## src/rtl/batt_mon_pkg.sv

```systemverilog
package batt_mon_pkg;
  localparam int unsigned SYNC_STAGES_DEF = 2;
  localparam logic        STAT_RST_DEF    = 1'b0;
endpackage

```

## src/rtl/batt_mon_sync.sv

```systemverilog
module batt_mon_sync #(
  parameter int unsigned STAGES = 2
) (
  input  logic clk_i,
  input  logic rst_ni,
  input  logic d_i,
  output logic q_o
);
  logic [STAGES-1:0] chain_q;

  for (genvar i = 0; i < STAGES; i++) begin : g_stage
    if (i == 0) begin : g_first
      always_ff @(posedge clk_i or negedge rst_ni) begin
        if (!rst_ni) chain_q[i] <= 1'b0;
        else         chain_q[i] <= d_i;
      end
    end else begin : g_next
      always_ff @(posedge clk_i or negedge rst_ni) begin
        if (!rst_ni) chain_q[i] <= 1'b0;
        else         chain_q[i] <= chain_q[i-1];
      end
    end
  end

  assign q_o = chain_q[STAGES-1];
endmodule

```

## src/rtl/batt_mon_sampler.sv

```systemverilog
module batt_mon_sampler #(
  parameter logic STAT_RST = 1'b0
) (
  input  logic clk_i,
  input  logic rst_ni,
  input  logic rx_en_i,
  input  logic mon_dis_i,
  input  logic batt_s_i,
  output logic stat_o,
  output logic chg_o
);
  logic rx_q;
  logic stat_q;
  logic rx_fall;
  logic load;

  // reset low so a receiver held off through reset does not sample
  always_ff @(posedge clk_i or negedge rst_ni) begin
    if (!rst_ni) rx_q <= 1'b0;
    else         rx_q <= rx_en_i;
  end

  assign rx_fall = rx_q & ~rx_en_i;
  assign load    = rx_fall & ~mon_dis_i;
  assign chg_o   = load & (batt_s_i ^ stat_q);

  always_ff @(posedge clk_i or negedge rst_ni) begin
    if (!rst_ni)   stat_q <= STAT_RST;
    else if (load) stat_q <= batt_s_i;
  end

  assign stat_o = stat_q;
endmodule

```

## src/rtl/batt_mon_irq.sv

```systemverilog
module batt_mon_irq (
  input  logic clk_i,
  input  logic rst_ni,
  input  logic set_i,
  input  logic ack_i,
  output logic irq_o
);
  logic irq_q;

  // set dominates acknowledge
  always_ff @(posedge clk_i or negedge rst_ni) begin
    if (!rst_ni)    irq_q <= 1'b0;
    else if (set_i) irq_q <= 1'b1;
    else if (ack_i) irq_q <= 1'b0;
  end

  assign irq_o = irq_q;
endmodule

```

## src/rtl/batt_status_monitor.sv

```systemverilog
module batt_status_monitor
  import batt_mon_pkg::*;
#(
  parameter int unsigned SYNC_STAGES = SYNC_STAGES_DEF,
  parameter logic        STAT_RST    = STAT_RST_DEF
) (
  input  logic clk_i,
  input  logic rst_ni,
  input  logic batt_lvl_i,
  input  logic rx_en_i,
  input  logic mon_dis_i,
  input  logic irq_ack_i,
  output logic batt_stat_o,
  output logic irq_o
);
  logic batt_s;
  logic chg;

  batt_mon_sync #(.STAGES(SYNC_STAGES)) u_sync (
    .clk_i  (clk_i),
    .rst_ni (rst_ni),
    .d_i    (batt_lvl_i),
    .q_o    (batt_s)
  );

  batt_mon_sampler #(.STAT_RST(STAT_RST)) u_sampler (
    .clk_i     (clk_i),
    .rst_ni    (rst_ni),
    .rx_en_i   (rx_en_i),
    .mon_dis_i (mon_dis_i),
    .batt_s_i  (batt_s),
    .stat_o    (batt_stat_o),
    .chg_o     (chg)
  );

  batt_mon_irq u_irq (
    .clk_i  (clk_i),
    .rst_ni (rst_ni),
    .set_i  (chg),
    .ack_i  (irq_ack_i),
    .irq_o  (irq_o)
  );
endmodule

```

## config.mk

```make
export PLATFORM = sky130hd
export DESIGN_NAME = batt_status_monitor
export DESIGN_NICKNAME = d
export VERILOG_FILES = /design/src/rtl/batt_mon_pkg.sv /design/src/rtl/batt_mon_sync.sv /design/src/rtl/batt_mon_sampler.sv /design/src/rtl/batt_mon_irq.sv /design/src/rtl/batt_status_monitor.sv
export SDC_FILE = /design/constraint.sdc
export NUM_CORES = 1
export LEC_CHECK = 0
export ABC_AREA = 1
export BUFFER_PORTS_ARGS = -buffer_cell sky130_fd_sc_hd__buf_2
export CAP_MARGIN = 20
export CORE_AREA = 2 2 39 41
export CTS_CLUSTER_SIZE = 25
export DETAILED_ROUTE_END_ITERATION = 16
export DIE_AREA = 0 0 41 43
export GPL_TIMING_DRIVEN = 0
export PLACE_DENSITY = 0.41
export SETUP_SLACK_MARGIN = 0.05
export SYNTH_ARGS = -nofsm -noshare
export SYNTH_HDL_FRONTEND = slang
export SYNTH_SLANG_ARGS = --single-unit
```

## constraint.sdc

```tcl
create_clock -name clk_i -period 0.8 [get_ports clk_i]
set_input_delay 0.08 -clock clk_i [delete_from_list [all_inputs] [get_ports clk_i]]
set_output_delay 0.08 -clock clk_i [all_outputs]
set_load 0.005 [all_outputs]
```

* After elaboration in Yosys (flattened, before gate mapping)
Cells that the tools add are included.
Storage, ports and cells: flip-flop bits (word level) 5, word-level logic and storage cells 14, memory bits (writable) 0, latch bits 0, memories kept 0, bits in read-only memories 0, output and inout port bits 2, bits of input ports 6
Cells by class: bitwise operators 6, $add $sub $neg 0, shifts and indexed selects 0, eq/ne operators 0, reductions and logical operators 1, order comparisons 0, $mul 0, divide/modulo/power cells 0, multiplexer cells 2
Operators with widths (count):
- $and 1x1->1 | 3
- $mux 1 | 2
- $not 1->1 | 2
- $reduce_bool 2->1 | 1
- $xor 1x1->1 | 1

* Logic depth before layout (Yosys ltp)
depth in word-level cells 5, mapped depth 5, gate-level depth less buffers 5

* By module
Synthesis repeated with hierarchy kept, for this count alone.
Unflattened totals: cells, all modules 17, area total of the unflattened synthesis 178.9 um2
By module, submodules not included:
- batt_mon_sampler | area an instance 88.8 um2, instances 1, sequential area each 50.0 um2, cells each 10
- batt_mon_sync | area an instance 50.0 um2, instances 1, sequential area each 50.0 um2, cells each 2
- batt_mon_irq | area an instance 40.0 um2, instances 1, sequential area each 25.0 um2, cells each 5

* Worst setup path after synthesis
No wires, ideal clock.
path kind register to register, start register u_sampler.stat_q (netlist: u_sampler.stat_o), end register u_irq.irq_q (netlist: u_irq.irq_o), period minus slack after synthesis 0.706 ns, setup slack 0.094 ns, library setup time 0.116 ns, stages on the path, launching flop included 5, required time 0.684 ns, path buffers 0, arrival 0.590 ns, path through dfrtp_1 > nand2_1 > nand2_1 > nand2_1 > nand2_1
Between the ends: longest elaborated chain between the ends 3, elaborated cells on any way between the ends 4, classes of those cells 1 x mux; 2 x bitwise; 1 x reduce/logical
RTL lines:
- start, declared | RTL line batt_mon_sampler.sv:13 | logic stat_q;
- start signal, assigned | RTL line batt_mon_sampler.sv:29 | else if (load) stat_q <= batt_s_i;
- $xor 1x1->1 (*) | RTL line batt_mon_sampler.sv:25 | assign chg_o = load & (batt_s_i ^ stat_q);
- $and 1x1->1 (*) | RTL line batt_mon_sampler.sv:25
- $mux 1 / $reduce_bool 2->1 (equally long branches)
- end signal, assigned | RTL line batt_mon_irq.sv:12 | if (!rst_ni) irq_q <= 1'b0;
- end signal, assigned | RTL line batt_mon_irq.sv:13 | else if (set_i) irq_q <= 1'b1;
- end signal, assigned | RTL line batt_mon_irq.sv:14 | else if (ack_i) irq_q <= 1'b0;
- end, declared | RTL line batt_mon_irq.sv:8 | logic irq_q;
Every way passes the cells marked *; elsewhere a longest branch is shown, timed or not. A chain may end at the register's enable or synchronous reset.

* Final worst setup path
start register u_sampler.stat_q (netlist: u_sampler.stat_o), end output batt_stat_o
RTL lines:
- end, declared | RTL line batt_status_monitor.sv:13 | output logic batt_stat_o,
No word-level cell between the ends.

==> summary.md <==
| Metric | Value |
|---|---|
| Status | `finished, violations left` |
| Violated checks | `setup timing` |
| Final worst-path cycle share | `1.06` |
| IO Port Bufs | `7` |
| Number of non-filler instances in the completed layout | `52` |
| Worst setup path endpoint | `batt_stat_o` |
| Peak supply drop | `0.000674 V` |
| CTS H-tree lvls | `1` |
| CP Data Required Time | `0.72 ns` |
| First-pass DRT Iterations | `4` |
| Placed Cells | `45` |
| Setup crit start kind | `register` |
| Vias per cell | `3.31` |
| Unrepaired setup endpoints after global routing | `true` |
| WP buf/inv | `1` |
| Worst path top cell family by delay | `flip-flops` |
| Fmax | `1180 MHz` |
| Clock tree sinks | `5` |
| Worst path depth | `1` |
| Root buffer cell | `clkbuf_4` |
| Leak Pwr | `0.172 nW` |
| Antenna diode instance count | `0` |
| CP Class | `register to primary output` |
| All-layer global routing usage | `0.0566` |
| Antenna violations before repair | `0` |
| Clk_lat worst skew | `0.23 ns` |
| Most frequent cells in the layout | `nand2_1, buf_2, dfrtp_1, inv_1` |
| Most common cell after layout, fill and taps aside | `nand2_1` |
| Setup Buffers After CTS | `0` |
| DR iter-0 viols | `4` |
| Setup ws final | `-0.0479 ns` |
| Mapped Cells | `22` |
| Slowest-stage cell, CP | `dfrtp_1` |
| Final hold slack | `0.0776 ns` |
| CP Cell Sequence | `buf_2` |
| Setup violations, final | `2` |
| Crit. End Element | `primary output` |
| Slew Limit Headroom | `0.923` |
| Die Wd | `41 um` |
| Max_cap viols | `0` |
| Reg2Reg Capture Point | `u_irq.irq_o` |
| Clock buffer depth | `2` |
| Clock slew at reported path FFs | `0.04 ns` |
| Post-synthesis sequential area ratio | `0.641` |
| Syn Area/Cell | `8.87 sq um` |
| # nets final | `43` |
| Layout cells sized above 1 | `0.333` |
| Vias in the first global route | `169` |
| Core Rows | `14` |
| # fillers | `150` |
| Antenna-violating nets left | `0` |
| Place WS | `0.0421 ns` |
| Worst R2R Start | `u_sampler.stat_o` |
| Crit Path Max Fanout | `4` |
| Full die area | `1760 sq um` |
| Layout area overhead | `57.1%` |
| Number of CTS-inserted buffers | `3` |
| Worst slew pin tran | `0.116 ns` |
| Slew Limit Fails | `0` |
| GRT Residual Overflow | `0` |
| Resized cells post-CTS | `0` |
| Synth cell types | `7` |
| Worst r2r path cells | `5` |
| # DRC | `0` |
| GPL Wtd Cong | `0.601` |
| Initial Util | `0.141` |
| IO Count | `8` |
| Worst R2R Setup Slack | `0.05 ns` |
| Largest net degree at the start of global routing | `6` |
| Power Dens Cells | `2090 nW/um^2` |
| Worst min-delay path class | `input port to register` |
| CP arrival | `0.77 ns` |
| Core Area | `1380 sq um` |
| First-pass GRT wire length | `621 um` |
| Largest stage delay, worst path | `0.40 ns` |
| CTS tree | `yes` |
| Final Critical Period | `0.848 ns` |
| Yosys reg bits | `5` |
| Die Y | `43 um` |
| Final wirelength | `368 um` |
| Worst Setup SP | `u_sampler.stat_o` |
| Vias | `172` |
| Synth warn | `0` |
| Post-DP HPWL | `284 um` |
| Clock Skews | `0.000795 ns` |
| Fin. Hold Viols | `0` |
| Final Util | `0.222` |
| Net Count, Synth | `28` |
| Post-Syn Area | `195 sq um` |
| Routed WL per cell | `7.08 um` |
-- cell families after synthesis --
group | Yosys count | share of synthesized area
flip-flops | 5 | 0.641
AND/OR/NAND/NOR | 12 | 0.263
buffers and inverters | 5 | 0.0961
-- how the worst min path moves through the flow --
stage,slack (ns),cells after the start,to,start
finish,0.08,4,u_irq.irq_o,irq_ack_i
global route,0.10,4,u_irq.irq_o,irq_ack_i
CTS,0.07,4,u_irq.irq_o,irq_ack_i
detailed placement,-0.1,1,u_irq.irq_o,rst_ni
global placement,-0.10,1,u_sync.chain_q[0],rst_ni
floorplan,-0.22,0,u_irq.irq_o,rst_ni
-- report_power, final --
| group | total, mW | internal [mW] | switching, mW |
|---|---|---|---|
| Combinational | 0.0744 | 0.0387 | 0.0357 |
| Sequential | 0.287 | 0.274 | 0.0136 |
| Clock | 0.280 | 0.188 | 0.0917 |
-- Yosys cell counts --
master	n	area share
dfrtp_1	5	0.64
inv_1	4	0.077
inv_2	1	0.019
nand2_1	9	0.17
nand3_1	1	0.026
nand4_1	1	0.032
nor2_2	1	0.032
-- per-layer routing --
metal  wire, um  GRT usage  share of wire  vias to the layer above
met2        149     0.0625           0.40                        8
met5          0          0              0                        -
met3         39     0.0314           0.11                        0
li1           -          -              -                       91
met4          0     0.0400              0                        0
met1        179     0.0787           0.49                       73
-- per-stage QoR --
step / power, mW / setup TNS (ns) / cell area, sq um
2_1_floorplan: 0.318 / 0 / 195
3_3_place_gp: 0.354 / 0 / 250
3_5_place_dp: 0.356 / 0 / 250
4_1_cts: 0.663 / -0.0830 / 307
5_1_grt: 0.693 / -0.126 / 307
6_report: 0.641 / -0.0567 / 307
-- layout make-up --
type,count,area (sq um),area share
Timing Repair Buffer,10,65.1,0.212
Sequential cell,5,125,0.408
Clock buffer,4,26.3,0.0857
Tap cell,16,20.0,0.0653
Multi-Input combinational cell,12,51.3,0.167
Inverter,5,18.8,0.0612
-- registers in the layout, indices dropped and copies added, names as in the netlist --
register and cells:
u_sync.q_o 1, u_sampler.stat_o 1, u_irq.irq_o 1, u_sampler.rx_q 1
u_sync.chain_q 1
-- what timing repair did --
item                                    in CTS  in global routing
hold buffers                                 3                  0
endpoints found under the hold margin        7                  0
endpoints found under the setup margin       3                  3
pin swaps                                    2                  0
No activity file was read; power rests on OpenSTA's default activity.
